**src/rtl/tsc_pkg.sv**
```systemverilog
package tsc_pkg;
  localparam int unsigned LOW_W   = 1;
  localparam int unsigned HIGH_W  = 3;
  localparam int unsigned Q_W     = LOW_W + HIGH_W;
  localparam int unsigned HIGH_MOD = 5;
  localparam logic [Q_W-1:0] PRESET_VAL = 4'd9;

  // next state of the divide-by-five section; unused codes fall back to 0
  function automatic logic [HIGH_W-1:0] next_high(input logic [HIGH_W-1:0] cur);
    if (cur >= HIGH_W'(HIGH_MOD - 1)) next_high = '0;
    else                              next_high = cur + HIGH_W'(1);
  endfunction
endpackage

```
**src/rtl/tsc_fall_detect.sv**
```systemverilog
module tsc_fall_detect #(
  parameter int unsigned STAGES = 2
) (
  input  logic clk,
  input  logic rst_n,
  input  logic din,
  output logic fall_o
);
  logic [STAGES-1:0] sync_q;
  logic [STAGES-1:0] sync_d;
  logic              prev_q;

  always_comb begin
    sync_d = {sync_q[STAGES-2:0], din};
  end

  always_ff @(posedge clk or negedge rst_n) begin
    if (!rst_n) begin
      sync_q <= '0;
      prev_q <= 1'b0;
    end else begin
      sync_q <= sync_d;
      prev_q <= sync_q[STAGES-1];
    end
  end

  assign fall_o = prev_q & ~sync_q[STAGES-1];
endmodule

```
**src/rtl/tsc_release_sync.sv**
```systemverilog
module tsc_release_sync #(
  parameter int unsigned STAGES = 2
) (
  input  logic clk,
  input  logic arm_n,
  output logic hold_o
);
  logic [STAGES-1:0] shift_q;

  always_ff @(posedge clk or negedge arm_n) begin
    if (!arm_n) shift_q <= '1;
    else        shift_q <= {shift_q[STAGES-2:0], 1'b0};
  end

  assign hold_o = shift_q[STAGES-1];
endmodule

```
**src/rtl/tsc_section.sv**
```systemverilog
module tsc_section #(
  parameter int unsigned W      = 1,
  parameter int unsigned MOD    = 2,
  parameter logic [W-1:0] SET_V = '1
) (
  input  logic         clk,
  input  logic         rst_n,
  input  logic         step_en,
  input  logic         force_set,
  input  logic         force_clr,
  output logic [W-1:0] val_o
);
  logic [W-1:0] val_q;
  logic [W-1:0] val_d;
  logic [W-1:0] step_v;

  generate
    if (MOD == 2) begin : g_toggle
      assign step_v = ~val_q;
    end else begin : g_mod
      assign step_v = (val_q >= W'(MOD - 1)) ? '0 : val_q + W'(1);
    end
  endgenerate

  always_comb begin
    val_d = val_q;
    if (force_set)      val_d = SET_V;
    else if (force_clr) val_d = '0;
    else if (step_en)   val_d = step_v;
  end

  always_ff @(posedge clk or negedge rst_n) begin
    if (!rst_n) val_q <= '0;
    else        val_q <= val_d;
  end

  assign val_o = val_q;
endmodule

```
**src/rtl/tenstep_counter.sv**
```systemverilog
module tenstep_counter
  import tsc_pkg::*;
#(
  parameter int unsigned SYNC_STAGES = 2,
  parameter int unsigned RLS_STAGES  = 2
) (
  input  logic           clk,
  input  logic           rst_n,
  input  logic           tick_a,
  input  logic           tick_b,
  input  logic           clr_a,
  input  logic           clr_b,
  input  logic           nine_a,
  input  logic           nine_b,
  output logic [Q_W-1:0] q
);
  localparam int unsigned NUM_TICKS = 2;

  logic [NUM_TICKS-1:0] tick_raw;
  logic [NUM_TICKS-1:0] tick_fall;
  logic                 clr_req;
  logic                 set_req;
  logic                 hold_clr;
  logic                 hold_set;
  logic [LOW_W-1:0]     cnt_low;
  logic [HIGH_W-1:0]    cnt_high;
  logic [Q_W-1:0]       cnt_all;

  assign tick_raw = {tick_b, tick_a};
  assign clr_req  = clr_a & clr_b;
  assign set_req  = nine_a & nine_b;

  generate
    for (genvar g = 0; g < NUM_TICKS; g++) begin : g_tick
      tsc_fall_detect #(.STAGES(SYNC_STAGES)) u_fall (
        .clk    (clk),
        .rst_n  (rst_n),
        .din    (tick_raw[g]),
        .fall_o (tick_fall[g])
      );
    end
  endgenerate

  tsc_release_sync #(.STAGES(RLS_STAGES)) u_clr_sync (
    .clk    (clk),
    .arm_n  (rst_n & ~clr_req),
    .hold_o (hold_clr)
  );

  tsc_release_sync #(.STAGES(RLS_STAGES)) u_set_sync (
    .clk    (clk),
    .arm_n  (~set_req),
    .hold_o (hold_set)
  );

  tsc_section #(.W(LOW_W), .MOD(2), .SET_V(PRESET_VAL[LOW_W-1:0])) u_low (
    .clk       (clk),
    .rst_n     (rst_n),
    .step_en   (tick_fall[0]),
    .force_set (hold_set),
    .force_clr (hold_clr),
    .val_o     (cnt_low)
  );

  tsc_section #(.W(HIGH_W), .MOD(HIGH_MOD), .SET_V(PRESET_VAL[Q_W-1:LOW_W])) u_high (
    .clk       (clk),
    .rst_n     (rst_n),
    .step_en   (tick_fall[1]),
    .force_set (hold_set),
    .force_clr (hold_clr),
    .val_o     (cnt_high)
  );

  assign cnt_all = {cnt_high, cnt_low};

  always_comb begin
    if (set_req | hold_set)      q = PRESET_VAL;
    else if (clr_req | hold_clr) q = '0;
    else                         q = cnt_all;
  end
endmodule

```
**config.mk**
```make
export PLATFORM = sky130hd
export DESIGN_NAME = tenstep_counter
export DESIGN_NICKNAME = d
export VERILOG_FILES = /design/src/rtl/tsc_pkg.sv /design/src/rtl/tsc_fall_detect.sv /design/src/rtl/tsc_release_sync.sv /design/src/rtl/tsc_section.sv /design/src/rtl/tenstep_counter.sv
export SDC_FILE = /design/constraint.sdc
export NUM_CORES = 1
export LEC_CHECK = 0
export BUFFER_PORTS_ARGS = -buffer_cell sky130_fd_sc_hd__clkbuf_2
export CAP_MARGIN = 20
export CORE_AREA = 2 2 39 41
export CTS_CLUSTER_DIAMETER = 80
export DETAILED_ROUTE_END_ITERATION = 8
export DIE_AREA = 0 0 41 43
export PLACE_DENSITY = 0.66
export SLEW_MARGIN = 20
export SYNTH_ARGS = -nofsm -noshare
export SYNTH_HDL_FRONTEND = slang
export SYNTH_SLANG_ARGS = --single-unit
```
**constraint.sdc**
```tcl
create_clock -name clk -period 1.2 [get_ports clk]
set_clock_uncertainty 0.1 [all_clocks]
set_input_delay 0.24 -clock clk [delete_from_list [all_inputs] [get_ports clk]]
set_output_delay 0.24 -clock clk [all_outputs]
set_load 0.05 [all_outputs]
```
==> flow_summary.json <==
{
  "status": "finished with violations",
  "violations": "negative setup slack",
  "regArea_um2": 355,
  "clock-sinks": 14,
  "critPathMaxFanout": 3,
  "multi_input_area_um2": 251,
  "syn-cell-area_um2": 548,
  "final_net_count": 86,
  "irDropWorstVdd_uv": 779,
  "swShare_pct": 23.6,
  "p_sw_mw": 0.214,
  "root_buffer": "clkbuf_4",
  "final_common_cell": "dfrtp_1",
  "area_growth_pct": 61.0,
  "clk_latency_ns": 0.27,
  "synth_top_area_share_pct": 45.7,
  "antenna_left": 0,
  "cts_tree": "built",
  "clock_path_buffers": 2,
  "cts_buffers": 3,
  "wire_per_inst_um": 10.7,
  "drt_iter0_markers": 3,
  "ys_types": 18,
  "crit_path_start_kind": "flip-flop",
  "antenna_found_initial": 0,
  "endpoint_kind": "output port",
  "drive_gt1_share_pct": 57.3,
  "seq_area_frac_synth_pct": 64.8,
  "dr.pass1.iters": 4,
  "rsz0062_at_grt": "true",
  "mostFrequentLayoutCells": "dfrtp_1, clkbuf_2, buf_4",
  "slowest_stage": "dfstp_2",
  "die_width_um": 41,
  "slowest_delay_ns": 0.55,
  "final.fill_count": 125,
  "layout.cells.non_filler": 91,
  "routed_via_density": 4.41,
  "gp_congestion": 0.701,
  "clkPwrFrac_pct": 29.1,
  "synth-warning-count": 0,
  "fp.dieH_um": 43,
  "rr_endpoint": "u_high.val_o[2]",
  "fin_crit_sh_pct": 126,
  "place_hpwl_um": 686,
  "placement_rows": 14,
  "core_um2": 1380,
  "post-route-worst-setup-slack_ns": -0.317,
  "p_leak_nw": 0.385,
  "cp_common_cell": "nand2_1",
  "comb_power_share_pct": 14.2,
  "crit_chain": "a21oi_1 > nand2_1 > nand2_1 > buf_8",
  "crit_required_ns": 0.86,
  "finalPower_mw": 0.908,
  "grt_pass1_vias": 419,
  "grt_max_degree": 11,
  "diodes": 0,
  "arrival_ns": 1.18,
  "seqPwrFrac_pct": 56.8,
  "synth_seq_cells": 14,
  "yosys.area.top_type": "dfrtp_1",
  "powerDensity_nw_per_um2": 1030,
  "synth_area_leaders": "dfrtp_1, dfstp_2, nand2_1",
  "start_util_pct": 39.6,
  "p_int_mw": 0.694,
  "setup_viol": 7,
  "hold_violations": 0,
  "h-tree-depth": 1,
  "grt_first_pass_wirelength_mm": 1.64,
  "crit_type": "reg -> out",
  "syn_inst": 45,
  "post-route-min-period_ns": 1.52,
  "port_buffers": 11,
  "cap_violations": 0,
  "drc": 0,
  "reg2reg_from": "u_high.val_o[1]",
  "pin_count": 12,
  "grt_usage_pct": 14.7,
  "die_area_um2": 1760,
  "rrSetupSlack_ns": -0.07,
  "vias": 401,
  "hold_class": "in -> async",
  "dp_cells": 80,
  "grt-ovfl-total": 0,
  "routed_wl_um": 972,
  "fmaxAchievable_mhz": 659,
  "clk_pin_slew_ns": 0.08,
  "slew_violations": 0,
  "avgSynthCellArea_um2": 12.2,
  "ff2ff_path_depth": 5
}
-- routing by layer --
metal	global-route usage, %	up-vias	share of wire [%]
met5	0	-	0
met4	10.0	0	0.51
met3	2.62	2	2.9
met2	21.9	7	54
met1	18.4	185	42
li1	-	207	-
-- area by class of cell --
type	instances	area share (%)
multi-input cells	30	28.5
flip-flops and latches	14	40.3
clock buffers	4	2.98
repair buffers	25	25.1
well taps	16	2.27
inverters	2	0.851
-- synth_stat cells --
cell and n:
ha_1 2, nor2b_1 1, dfstp_2 4, conb_1 1, dfrtp_1 10, nand2b_4 1
a21oi_1 4, nand3_1 1, nand2_1 7, o21bai_1 2, a21boi_1 1, inv_1 2
nor2_1 3, nor3_1 1, xnor2_1 1, or3_1 1, and2_1 1, and4bb_2 2
-- stage by stage --
stage | setup WS [ns] | area (µm²) | TNS (ns) | hold slack (ns) | utilization [%]
final | -0.317 | 882 | -1.43 | 0.0661 | 63.7
after floorplan | -0.0779 | 587 | -0.354 | -0.156 | -
after CTS | -0.349 | 841 | -1.61 | 0.0443 | 60.8
after global placement | -0.139 | 714 | -0.520 | 0.0853 | 51.6
after detailed placement | -0.152 | 714 | -0.559 | 0.0942 | 51.6
after global routing | -0.391 | 882 | -1.85 | 0.0952 | 63.7
-- power groups by stage --
stage | Clock, mW | Sequential (mW) | Combinational, mW
CTS | 0.283 | 0.517 | 0.120
floorplan | 0 | 0.522 | 0.0561
global route | 0.303 | 0.520 | 0.141
detailed placement | 0 | 0.525 | 0.0986
global placement | 0 | 0.524 | 0.0979
finish | 0.264 | 0.516 | 0.129
-- repair_timing --
action	in CTS	in global routing
resized for setup	11	10
endpoints found under the setup margin	6	7
hold endpoints to repair	16	0
pin swaps	4	3
setup buffers	2	1
hold buffers	4	0
-- worst max path at each step --
stage / to / from / slack (ns) / cells after the start
floorplan: q[0] / u_clr_sync.shift_q[1] / -0.08 / 3
global placement: q[2] / u_clr_sync.shift_q[1] / -0.14 / 4
detailed placement: q[1] / u_clr_sync.shift_q[1] / -0.15 / 4
CTS: q[2] / u_clr_sync.shift_q[1] / -0.35 / 4
global route: q[0] / u_clr_sync.shift_q[1] / -0.39 / 4
finish: q[3] / u_clr_sync.shift_q[1] / -0.32 / 4
-- cell families (layout without fill, tap and decap cells) --
logic type / Yosys count / after routing / share of synthesized area (%)
compound gates: 7 / 7 / 7.76
xor+xnor: 1 / 1 / 1.60
fa+ha+maj: 2 / 2 / 4.57
buf+inv: 2 / 31 / 1.37
flops: 14 / 14 / 64.8
other cells: 1 / 2 / 0.684
simple gates: 18 / 18 / 19.2
-- critical path: cells and delay by family (launching register included) --
| family | cells | cell delay [ns] |
|---|---|---|
| buffers and inverters | 1 | 0.16 |
| DFF | 1 | 0.55 |
| AOI/OAI and AO/OA | 1 | 0.05 |
| and+or+nand+nor | 2 | 0.14 |
-- flip-flops by register name, indices dropped and copies added, names as in the netlist --
name,cells
u_high.val_o,3
u_low.val_o,1
g_tick.u_fall.sync_q,4
u_clr_sync.shift_q,2
g_tick.u_fall.prev_q,2
u_set_sync.shift_q,2
Power figures use the tool's default switching activity.
